**config.mk**
```make
export PLATFORM = sky130hd
export DESIGN_NAME = vpc_predictor
export DESIGN_NICKNAME = d
export VERILOG_FILES = /design/src/rtl/vpc_pkg.sv /design/src/rtl/vpc_gen.sv /design/src/rtl/vpc_dir_table.sv /design/src/rtl/vpc_btb.sv /design/src/rtl/vpc_predictor.sv
export SDC_FILE = /design/constraint.sdc
export NUM_CORES = 2
export LEC_CHECK = 0
export ABC_AREA = 1
export BUFFER_PORTS_ARGS = -buffer_cell sky130_fd_sc_hd__buf_2
export CAP_MARGIN = 15
export CORE_MARGIN = 2
export CORE_UTILIZATION = 64
export CTS_CLUSTER_DIAMETER = 60
export DETAILED_ROUTE_END_ITERATION = 12
export PLACE_DENSITY_LB_ADDON = 0.3
export RECOVER_POWER = 25
export SYNTH_ARGS = -nofsm -noshare
export SYNTH_HDL_FRONTEND = slang
export SYNTH_SLANG_ARGS = --single-unit
```
**constraint.sdc**
```tcl
create_clock -name clk -period 4.8 [get_ports clk]
set_clock_uncertainty 0.1 [all_clocks]
set_input_delay 0.96 -clock clk [delete_from_list [all_inputs] [get_ports clk]]
set_output_delay 0.96 -clock clk [all_outputs]
set_load 0.02 [all_outputs]
```
**src/rtl/vpc_pkg.sv**
```systemverilog
package vpc_pkg;

   typedef enum logic [1:0] {
      VS_IDLE = 2'd0,
      VS_PRED = 2'd1,
      VS_UPD  = 2'd2
   } vpc_state_e;

   localparam logic [1:0] CTR_WEAK_NT = 2'b01;
   localparam logic [1:0] CTR_MAX     = 2'b11;

   // saturating 2-bit step toward taken (up=1) or not taken (up=0)
   function automatic logic [1:0] ctr_step(input logic [1:0] cur, input logic up);
      logic [1:0] nxt;
      if (up) nxt = (cur == CTR_MAX) ? cur : cur + 2'd1;
      else    nxt = (cur == 2'b00)   ? cur : cur - 2'd1;
      return nxt;
   endfunction

endpackage

```
**src/rtl/vpc_gen.sv**
```systemverilog
module vpc_gen #(
   parameter int unsigned PC_W      = 16,
   parameter int unsigned HIST_W    = 8,
   parameter int unsigned ITER_W    = 2,
   parameter int unsigned BTB_IDX_W = 5,
   parameter int unsigned DIR_IDX_W = 8,
   parameter int unsigned HASH_MUL  = 32'h9E37,
   localparam int unsigned TAG_W    = PC_W - BTB_IDX_W
) (
   input  logic [PC_W-1:0]      pc,
   input  logic [HIST_W-1:0]    vhist,
   input  logic [ITER_W-1:0]    iter,
   output logic [BTB_IDX_W-1:0] btb_idx,
   output logic [TAG_W-1:0]     btb_tag,
   output logic [DIR_IDX_W-1:0] dir_idx
);

   logic [PC_W-1:0] mul_c;
   logic [PC_W-1:0] iter_ext;
   logic [PC_W-1:0] hash_v;
   logic [PC_W-1:0] vpc;
   logic [PC_W-1:0] hist_ext;
   logic [PC_W-1:0] mix;

   assign mul_c    = PC_W'(HASH_MUL);
   assign iter_ext = PC_W'(iter);
   assign hash_v   = mul_c * iter_ext;   // step 0 yields zero: real address
   assign vpc      = pc ^ hash_v;

   generate
      if (HIST_W >= PC_W) begin : g_hist_trunc
         assign hist_ext = vhist[PC_W-1:0];
      end else begin : g_hist_zext
         assign hist_ext = {{(PC_W-HIST_W){1'b0}}, vhist};
      end
   endgenerate

   assign mix     = vpc ^ hist_ext;
   assign btb_idx = vpc[BTB_IDX_W-1:0];
   assign btb_tag = vpc[PC_W-1:BTB_IDX_W];
   assign dir_idx = mix[DIR_IDX_W-1:0];

endmodule

```
**src/rtl/vpc_dir_table.sv**
```systemverilog
module vpc_dir_table
   import vpc_pkg::*;
#(
   parameter int unsigned DIR_IDX_W = 8,
   localparam int unsigned ENTRIES  = 1 << DIR_IDX_W
) (
   input  logic                 clk,
   input  logic                 rst_n,
   input  logic [DIR_IDX_W-1:0] rd_idx,
   output logic [1:0]           rd_ctr,
   input  logic                 wr_en,
   input  logic [DIR_IDX_W-1:0] wr_idx,
   input  logic                 wr_up
);

   logic [1:0] ctr_mem [ENTRIES];

   assign rd_ctr = ctr_mem[rd_idx];

   always_ff @(posedge clk or negedge rst_n) begin
      if (!rst_n) begin
         for (int i = 0; i < ENTRIES; i++) ctr_mem[i] <= CTR_WEAK_NT;
      end else if (wr_en) begin
         ctr_mem[wr_idx] <= ctr_step(ctr_mem[wr_idx], wr_up);
      end
   end

   AST_CTR_SATURATES: assert property (@(posedge clk) disable iff (!rst_n)
      (wr_en && wr_up && (wr_idx == rd_idx) && (rd_ctr == CTR_MAX))
      |=> (ctr_mem[$past(wr_idx)] == CTR_MAX));

   AST_CTR_FLOOR: assert property (@(posedge clk) disable iff (!rst_n)
      (wr_en && !wr_up && (wr_idx == rd_idx) && (rd_ctr == 2'b00))
      |=> (ctr_mem[$past(wr_idx)] == 2'b00));

endmodule

```
**src/rtl/vpc_btb.sv**
```systemverilog
module vpc_btb #(
   parameter int unsigned BTB_IDX_W = 5,
   parameter int unsigned TAG_W     = 11,
   parameter int unsigned TGT_W     = 16,
   parameter bit          TAGGED    = 1'b1,
   localparam int unsigned ENTRIES  = 1 << BTB_IDX_W
) (
   input  logic                 clk,
   input  logic                 rst_n,
   input  logic [BTB_IDX_W-1:0] rd_idx,
   input  logic [TAG_W-1:0]     rd_tag,
   output logic                 rd_hit,
   output logic [TGT_W-1:0]     rd_tgt,
   input  logic                 wr_en,
   input  logic [BTB_IDX_W-1:0] wr_idx,
   input  logic [TAG_W-1:0]     wr_tag,
   input  logic [TGT_W-1:0]     wr_tgt
);

   logic [ENTRIES-1:0] valid_q;
   logic [TGT_W-1:0]   tgt_mem [ENTRIES];

   always_ff @(posedge clk or negedge rst_n) begin
      if (!rst_n) begin
         valid_q <= '0;
         for (int i = 0; i < ENTRIES; i++) tgt_mem[i] <= '0;
      end else if (wr_en) begin
         valid_q[wr_idx] <= 1'b1;
         tgt_mem[wr_idx] <= wr_tgt;
      end
   end

   assign rd_tgt = tgt_mem[rd_idx];

   generate
      if (TAGGED) begin : g_tagged
         logic [TAG_W-1:0] tag_mem [ENTRIES];
         always_ff @(posedge clk or negedge rst_n) begin
            if (!rst_n) begin
               for (int i = 0; i < ENTRIES; i++) tag_mem[i] <= '0;
            end else if (wr_en) begin
               tag_mem[wr_idx] <= wr_tag;
            end
         end
         assign rd_hit = valid_q[rd_idx] && (tag_mem[rd_idx] == rd_tag);
      end else begin : g_untagged
         logic unused_tags;
         assign unused_tags = ^{rd_tag, wr_tag};
         assign rd_hit      = valid_q[rd_idx];
      end
   endgenerate

   AST_WRITE_FILLS_SLOT: assert property (@(posedge clk) disable iff (!rst_n)
      wr_en |=> valid_q[$past(wr_idx)]);

endmodule

```
**src/rtl/vpc_predictor.sv**
```systemverilog
module vpc_predictor
   import vpc_pkg::*;
#(
   parameter int unsigned PC_W       = 16,
   parameter int unsigned TGT_W      = 16,
   parameter int unsigned HIST_W     = 8,
   parameter int unsigned BTB_IDX_W  = 5,
   parameter int unsigned DIR_IDX_W  = 8,
   parameter int unsigned MAX_ITER   = 4,
   parameter int unsigned HASH_MUL   = 32'h9E37,
   parameter bit          BTB_TAGGED = 1'b1,
   localparam int unsigned ITER_W    = (MAX_ITER > 1) ? $clog2(MAX_ITER) : 1,
   localparam int unsigned TAG_W     = PC_W - BTB_IDX_W
) (
   input  logic              clk,
   input  logic              rst_n,
   input  logic              req_valid,
   input  logic [PC_W-1:0]   req_pc,
   input  logic [HIST_W-1:0] req_hist,
   input  logic              upd_valid,
   input  logic [PC_W-1:0]   upd_pc,
   input  logic [HIST_W-1:0] upd_hist,
   input  logic [TGT_W-1:0]  upd_target,
   output logic              busy,
   output logic              resp_valid,
   output logic              resp_hit,
   output logic [TGT_W-1:0]  resp_target
);

   // elaboration-time parameter checks
   generate
      if (MAX_ITER < 1 || MAX_ITER > (1 << ITER_W)) begin : g_bad_iter
         $error("vpc_predictor: MAX_ITER out of range");
      end
      if (BTB_IDX_W < 1 || BTB_IDX_W >= PC_W) begin : g_bad_btb
         $error("vpc_predictor: BTB_IDX_W must lie in 1..PC_W-1");
      end
      if (DIR_IDX_W < 1 || DIR_IDX_W > PC_W) begin : g_bad_dir
         $error("vpc_predictor: DIR_IDX_W must lie in 1..PC_W");
      end
      if (HIST_W < 2) begin : g_bad_hist
         $error("vpc_predictor: HIST_W must be at least 2");
      end
   endgenerate

   vpc_state_e        state_q;
   logic [ITER_W-1:0] iter_q;
   logic [PC_W-1:0]   pc_q;
   logic [HIST_W-1:0] vhist_q;
   logic [TGT_W-1:0]  tgt_q;
   logic              resp_valid_q;
   logic              resp_hit_q;
   logic [TGT_W-1:0]  resp_tgt_q;

   logic [BTB_IDX_W-1:0] bt_idx;
   logic [TAG_W-1:0]     bt_tag;
   logic [DIR_IDX_W-1:0] dr_idx;
   logic                 bt_hit;
   logic [TGT_W-1:0]     bt_tgt;
   logic [1:0]           dr_ctr;

   logic last_step;
   logic tgt_match;
   logic pred_take;
   logic pred_stop;
   logic upd_install;
   logic upd_stop;
   logic step_stop;
   logic train_en;
   logic train_up;
   logic bt_wr_en;

   vpc_gen #(
      .PC_W      (PC_W),
      .HIST_W    (HIST_W),
      .ITER_W    (ITER_W),
      .BTB_IDX_W (BTB_IDX_W),
      .DIR_IDX_W (DIR_IDX_W),
      .HASH_MUL  (HASH_MUL)
   ) u_gen (
      .pc      (pc_q),
      .vhist   (vhist_q),
      .iter    (iter_q),
      .btb_idx (bt_idx),
      .btb_tag (bt_tag),
      .dir_idx (dr_idx)
   );

   vpc_btb #(
      .BTB_IDX_W (BTB_IDX_W),
      .TAG_W     (TAG_W),
      .TGT_W     (TGT_W),
      .TAGGED    (BTB_TAGGED)
   ) u_btb (
      .clk    (clk),
      .rst_n  (rst_n),
      .rd_idx (bt_idx),
      .rd_tag (bt_tag),
      .rd_hit (bt_hit),
      .rd_tgt (bt_tgt),
      .wr_en  (bt_wr_en),
      .wr_idx (bt_idx),
      .wr_tag (bt_tag),
      .wr_tgt (tgt_q)
   );

   vpc_dir_table #(
      .DIR_IDX_W (DIR_IDX_W)
   ) u_dir (
      .clk    (clk),
      .rst_n  (rst_n),
      .rd_idx (dr_idx),
      .rd_ctr (dr_ctr),
      .wr_en  (train_en),
      .wr_idx (dr_idx),
      .wr_up  (train_up)
   );

   // one virtual branch is resolved per cycle
   always_comb begin
      last_step   = (iter_q == ITER_W'(MAX_ITER - 1));
      tgt_match   = bt_hit && (bt_tgt == tgt_q);
      pred_take   = bt_hit && dr_ctr[1];
      pred_stop   = !bt_hit || pred_take || last_step;
      upd_install = !bt_hit || (last_step && !tgt_match);
      upd_stop    = tgt_match || upd_install;
      step_stop   = (state_q == VS_PRED) ? pred_stop : upd_stop;
      train_en    = (state_q == VS_UPD);
      train_up    = upd_stop;
      bt_wr_en    = (state_q == VS_UPD) && upd_install;
   end

   always_ff @(posedge clk or negedge rst_n) begin
      if (!rst_n) begin
         state_q      <= VS_IDLE;
         iter_q       <= '0;
         pc_q         <= '0;
         vhist_q      <= '0;
         tgt_q        <= '0;
         resp_valid_q <= 1'b0;
         resp_hit_q   <= 1'b0;
         resp_tgt_q   <= '0;
      end else begin
         resp_valid_q <= 1'b0;
         case (state_q)
            VS_IDLE: begin
               iter_q <= '0;
               if (upd_valid) begin
                  state_q <= VS_UPD;
                  pc_q    <= upd_pc;
                  vhist_q <= upd_hist;
                  tgt_q   <= upd_target;
               end else if (req_valid) begin
                  state_q <= VS_PRED;
                  pc_q    <= req_pc;
                  vhist_q <= req_hist;
               end
            end
            default: begin
               if (step_stop) begin
                  state_q <= VS_IDLE;
                  if (state_q == VS_PRED) begin
                     resp_valid_q <= 1'b1;
                     resp_hit_q   <= pred_take;
                     resp_tgt_q   <= pred_take ? bt_tgt : '0;
                  end
               end else begin
                  iter_q  <= iter_q + ITER_W'(1);
                  vhist_q <= vhist_q << 1;
               end
            end
         endcase
      end
   end

   assign busy        = (state_q != VS_IDLE);
   assign resp_valid  = resp_valid_q;
   assign resp_hit    = resp_hit_q;
   assign resp_target = resp_tgt_q;

   AST_RESP_SINGLE_PULSE: assert property (@(posedge clk) disable iff (!rst_n)
      resp_valid |=> !resp_valid);

   AST_RESP_AFTER_BUSY: assert property (@(posedge clk) disable iff (!rst_n)
      resp_valid |-> !busy);

   AST_STEP_LIMIT: assert property (@(posedge clk) disable iff (!rst_n)
      busy |-> (iter_q <= ITER_W'(MAX_ITER - 1)));

   AST_HIST_ZERO_SHIFT: assert property (@(posedge clk) disable iff (!rst_n)
      (busy && $past(busy) && (iter_q != '0)) |-> (vhist_q == ($past(vhist_q) << 1)));

   AST_UPDATE_PRIORITY: assert property (@(posedge clk) disable iff (!rst_n)
      (!busy && upd_valid) |=> (busy && !resp_valid && (state_q == VS_UPD)));

   AST_BUSY_HOLDS_CMD: assert property (@(posedge clk) disable iff (!rst_n)
      (busy && !step_stop) |=> ($stable(pc_q) && $stable(tgt_q) && busy));

   AST_TAKEN_ENDS_SEARCH: assert property (@(posedge clk) disable iff (!rst_n)
      ((state_q == VS_PRED) && bt_hit && dr_ctr[1]) |=> (resp_valid && resp_hit));

   AST_MISS_NO_TARGET: assert property (@(posedge clk) disable iff (!rst_n)
      ((state_q == VS_PRED) && !bt_hit) |=> (resp_valid && !resp_hit));

endmodule

```
==> metrics.cfg <==
[drt]
remaining_drc_errors=0
post_drt_wl_per_cell_um=21.50
m1WireLength_um=92890
route.vias.total=78010
maxUsedRoutingLayer=met5
vias_per_cell=6.165
ant_nets=0
drt_pass1_iterations=10
met2RoutedLength_um=119300
drt-total-wl_um=272000
drtIter0Drc=11170
met3_wirelength_um=33200

[floorplan]
design.portCount=87
die_width_um=351.8
core-area_um2=120000
fp.dieArea_um2=123800
row_count=127
chipHeight_um=351.8
start_util_pct=64.53

[timing]
hold-worst-slack_ns=0.2896
tightest_slew_ns=2.491
relSlewSlack_pct=-66.08
grt_setup_unrepaired=false
final_period_minus_worst_setup_slack_ns=4.690
final.period_utilization_pct=97.70
finalSetupViolations=0
finalMaxSlewViolations=95
final.setup.tns_ns=0
hold_violations=0
timing.fmax_mhz=213.2

[setup_path]
worst_setup_path_start_kind=flop
worst_path_largest_cell_delay_ns=0.55
critPathCaptureType=flop
ff_to_ff_end=u_dir.ctr_mem[154]$_DFFE_PN1P_
path_cells=buf_4, nand2_1, nand2_4, buf_12, buf_12, nor2_1, o21ai_0, nand2_1, nand2_1, nand2_1, nor2_1, nand2_1, nand2_1, nand2_1, nor2_1, nand2_1, nor2_4, nand2_1, nand2_1, nand2_1, nand2_4, buf_4, nand2_1, nand2_1
critPathRequiredTime_ns=5.43
crit_path_top_delay_cell=nor2_1
critPathCapture=u_dir.ctr_mem[154]$_DFFE_PN1P_
worst_r2r_startpoint=iter_q[0]$_DFFE_PN0P_
worst-path-max-fanout=55
timing.reg2reg.setup_slack_ns=0.11
setup.worst_path.start=iter_q[0]$_DFFE_PN0P_
criticalPathCategory=flop to flop
crit_top_cell=nand2_1
worst-r2r-cell-count=24
arrival_ns=5.32

[synth]
yosysWarnings=0
yosys_register_bits=1470
synth_sequential_area_ratio_pct=47.93
synth_cell_types=34
postSynthNetCount=11100
postSynthCellCount=11030
synthesis.area_per_instance_um2=7.022
synthesized_cell_area_um2=77420

[power_and_ir_drop]
power_per_cell_area_nw_per_um2=543.3
power_switching_mw=18.36
internal_power_mw=28.93
peakVddDrop_mv=0.4445
power.share.switching_pct=38.82
clock_power_share_pct=26.7
share_comb_of_total_power_pct=32.9
leakagePower_nw=45.78
share_of_total_power_in_sequential_cells_pct=40.3

[layout]
layout.cells.most_common_list=5468 x nand2_1, 1209 x dfrtp_1, 899 x nand4_1, 671 x inv_1, 633 x nor2_1
diodes_inserted=0
mostFrequentLayoutCell=nand2_1
area.growth.synth_to_final_pct=12.41
final_layout_size_suffix_gt1_share_pct=10.48
final_net_count=10990

[min_path]
worstHoldPathType=input pin to flop

[grt]
track_usage_pct=43.94
grt_pass1_wl_um=421600
grt_max_degree=183
antenna_violations_before_repair=4
grt_pass1_vias=75130
gr-total-overflow=0

[flow_run]
max_cap_violations=2

[clock_network]
htreeDepth=4
clk_pin_slew_ns=0.06
cts_buffers=157
clock_path_buffers=3
clk_latency_ns=0.81
tritoncts=done
post-cts-setup-buffers=0
cts-root-buf=clkbuf_16
cts.sink_count=1470

[status]
failed_checks=capacitance limit, slew limit
outcome=finished with violations

[placement]
number_of_i_o_port_buffers=86
hpwlAfterDp_um=167400
gp_congestion=1.004

## worst min path at each step
stage	startpoint	end	slack, ns	depth (start not counted)
floorplan	u_btb.valid_q[0]$_DFFE_PN0P_	u_btb.valid_q[0]$_DFFE_PN0P_	0.32	2
global placement	u_btb.valid_q[0]$_DFFE_PN0P_	u_btb.valid_q[0]$_DFFE_PN0P_	0.33	2
detailed placement	u_btb.valid_q[15]$_DFFE_PN0P_	u_btb.valid_q[15]$_DFFE_PN0P_	0.34	2
CTS	upd_target[6]	tgt_q[6]$_DFFE_PN0P_	0.27	2
global route	upd_target[6]	tgt_q[6]$_DFFE_PN0P_	0.30	2
finish	upd_target[6]	tgt_q[6]$_DFFE_PN0P_	0.29	2
## cell families after synthesis
family                   synth area share [%]
AND/OR/NAND/NOR                         40.49
adder cells (fa/ha/maj)               0.08081
buffers and inverters                   7.871
flip-flops                              47.93
AO/OA/AOI/OAI                           3.284
XOR/XNOR                               0.2117
multiplexers                           0.1309
## cell type report
class	count	area [um2]
Sequential cell	1470	37110
Multi-Input combinational cell	8062	34530
Fill cell	9160	32940
Timing Repair Buffer	528	5458
Clock buffer	238	4652
Inverter	696	2626
Tap cell	1612	2017
Clock inverter	48	633.1
## synthesized netlist by cell type
library cell	count	area [um2]
nor3_2	3	30.03
nand3_2	33	330.3
nor3_4	1	16.27
o21bai_1	2	15.01
mux2_2	9	101.4
nor2_1	682	2560
buf_1	99	371.6
o21ai_0	403	2017
xor2_2	1	16.27
nor3_1	206	1031
or2_1	1	6.260
a21oi_1	23	115.1
xnor2_1	11	96.34
nand2_1	5473	20540
xnor2_2	1	16.27
clkbuf_1	333	1250
nand2_2	5	31.28
nand3_1	200	1001
a31oi_1	16	100.1
buf_4	11	82.58
inv_2	14	52.55
inv_1	671	2519
nor2_2	4	25.02
or2_2	11	68.82
o211ai_1	2	15.01
clkinv_1	11	41.29
nand4_1	899	5624
buf_2	355	1777
dfstp_2	256	6726
nand3b_1	11	82.58
o21ai_1	56	280.3
dfrtp_1	1214	30380
xor2_1	4	35.03
ha_1	5	62.56
## through the flow
step                worst slack [ns]  power [mW]  util, %  std cells  cell area [um2]
floorplan                      1.154       27.64        -      11030            77420
global placement              0.1671       33.36    68.15      12370            81760
detailed placement            0.1168       33.95    68.15      12370            81760
CTS                          0.05335       46.57    72.56      12650            87050
global route                 0.02056       49.41    72.54      12650            87030
finish                        0.1104       47.28    72.54      12650            87030
## routing by layer
layer | vias to the layer above | track usage, %
met4 | 2 | 37.41
li1 | 34530 | -
met1 | 36550 | 52.70
met3 | 1414 | 10.88
met2 | 5520 | 66.70
met5 | - | 0
## critical path, delay by kind of cell (launching register included)
kind | cells | cell delay [ns]
flops | 1 | 0.36
simple gates | 19 | 2.89
buf+inv | 4 | 1.04
compound gates | 1 | 0.14
## timing repair
item	in CTS	in global routing
resized for setup	0	18
hold buffers	1	0
hold endpoints to repair	4	0
endpoints found under the setup margin	0	1432
## state kept, by name, summed over array words and instances (netlist names), 8 cells and up
register,count
u_btb.valid_q,32
tgt_q,16
u_btb.tgt_mem,512
u_btb.g_tagged.tag_mem,352
u_dir.ctr_mem,512
resp_target,16
pc_q,16
vhist_q,8
## power groups by stage
| stage | Sequential, mW | Clock, mW | Combinational (mW) |
|---|---|---|---|
| floorplan | 18.3 | 0 | 9.33 |
| global placement | 18.9 | 0 | 14.5 |
| detailed placement | 19.0 | 0 | 14.9 |
| CTS | 18.9 | 12.6 | 15.0 |
| global route | 19.4 | 13.1 | 16.9 |
| finish | 19.1 | 12.6 | 15.6 |
Power figures use the tool's default switching activity.
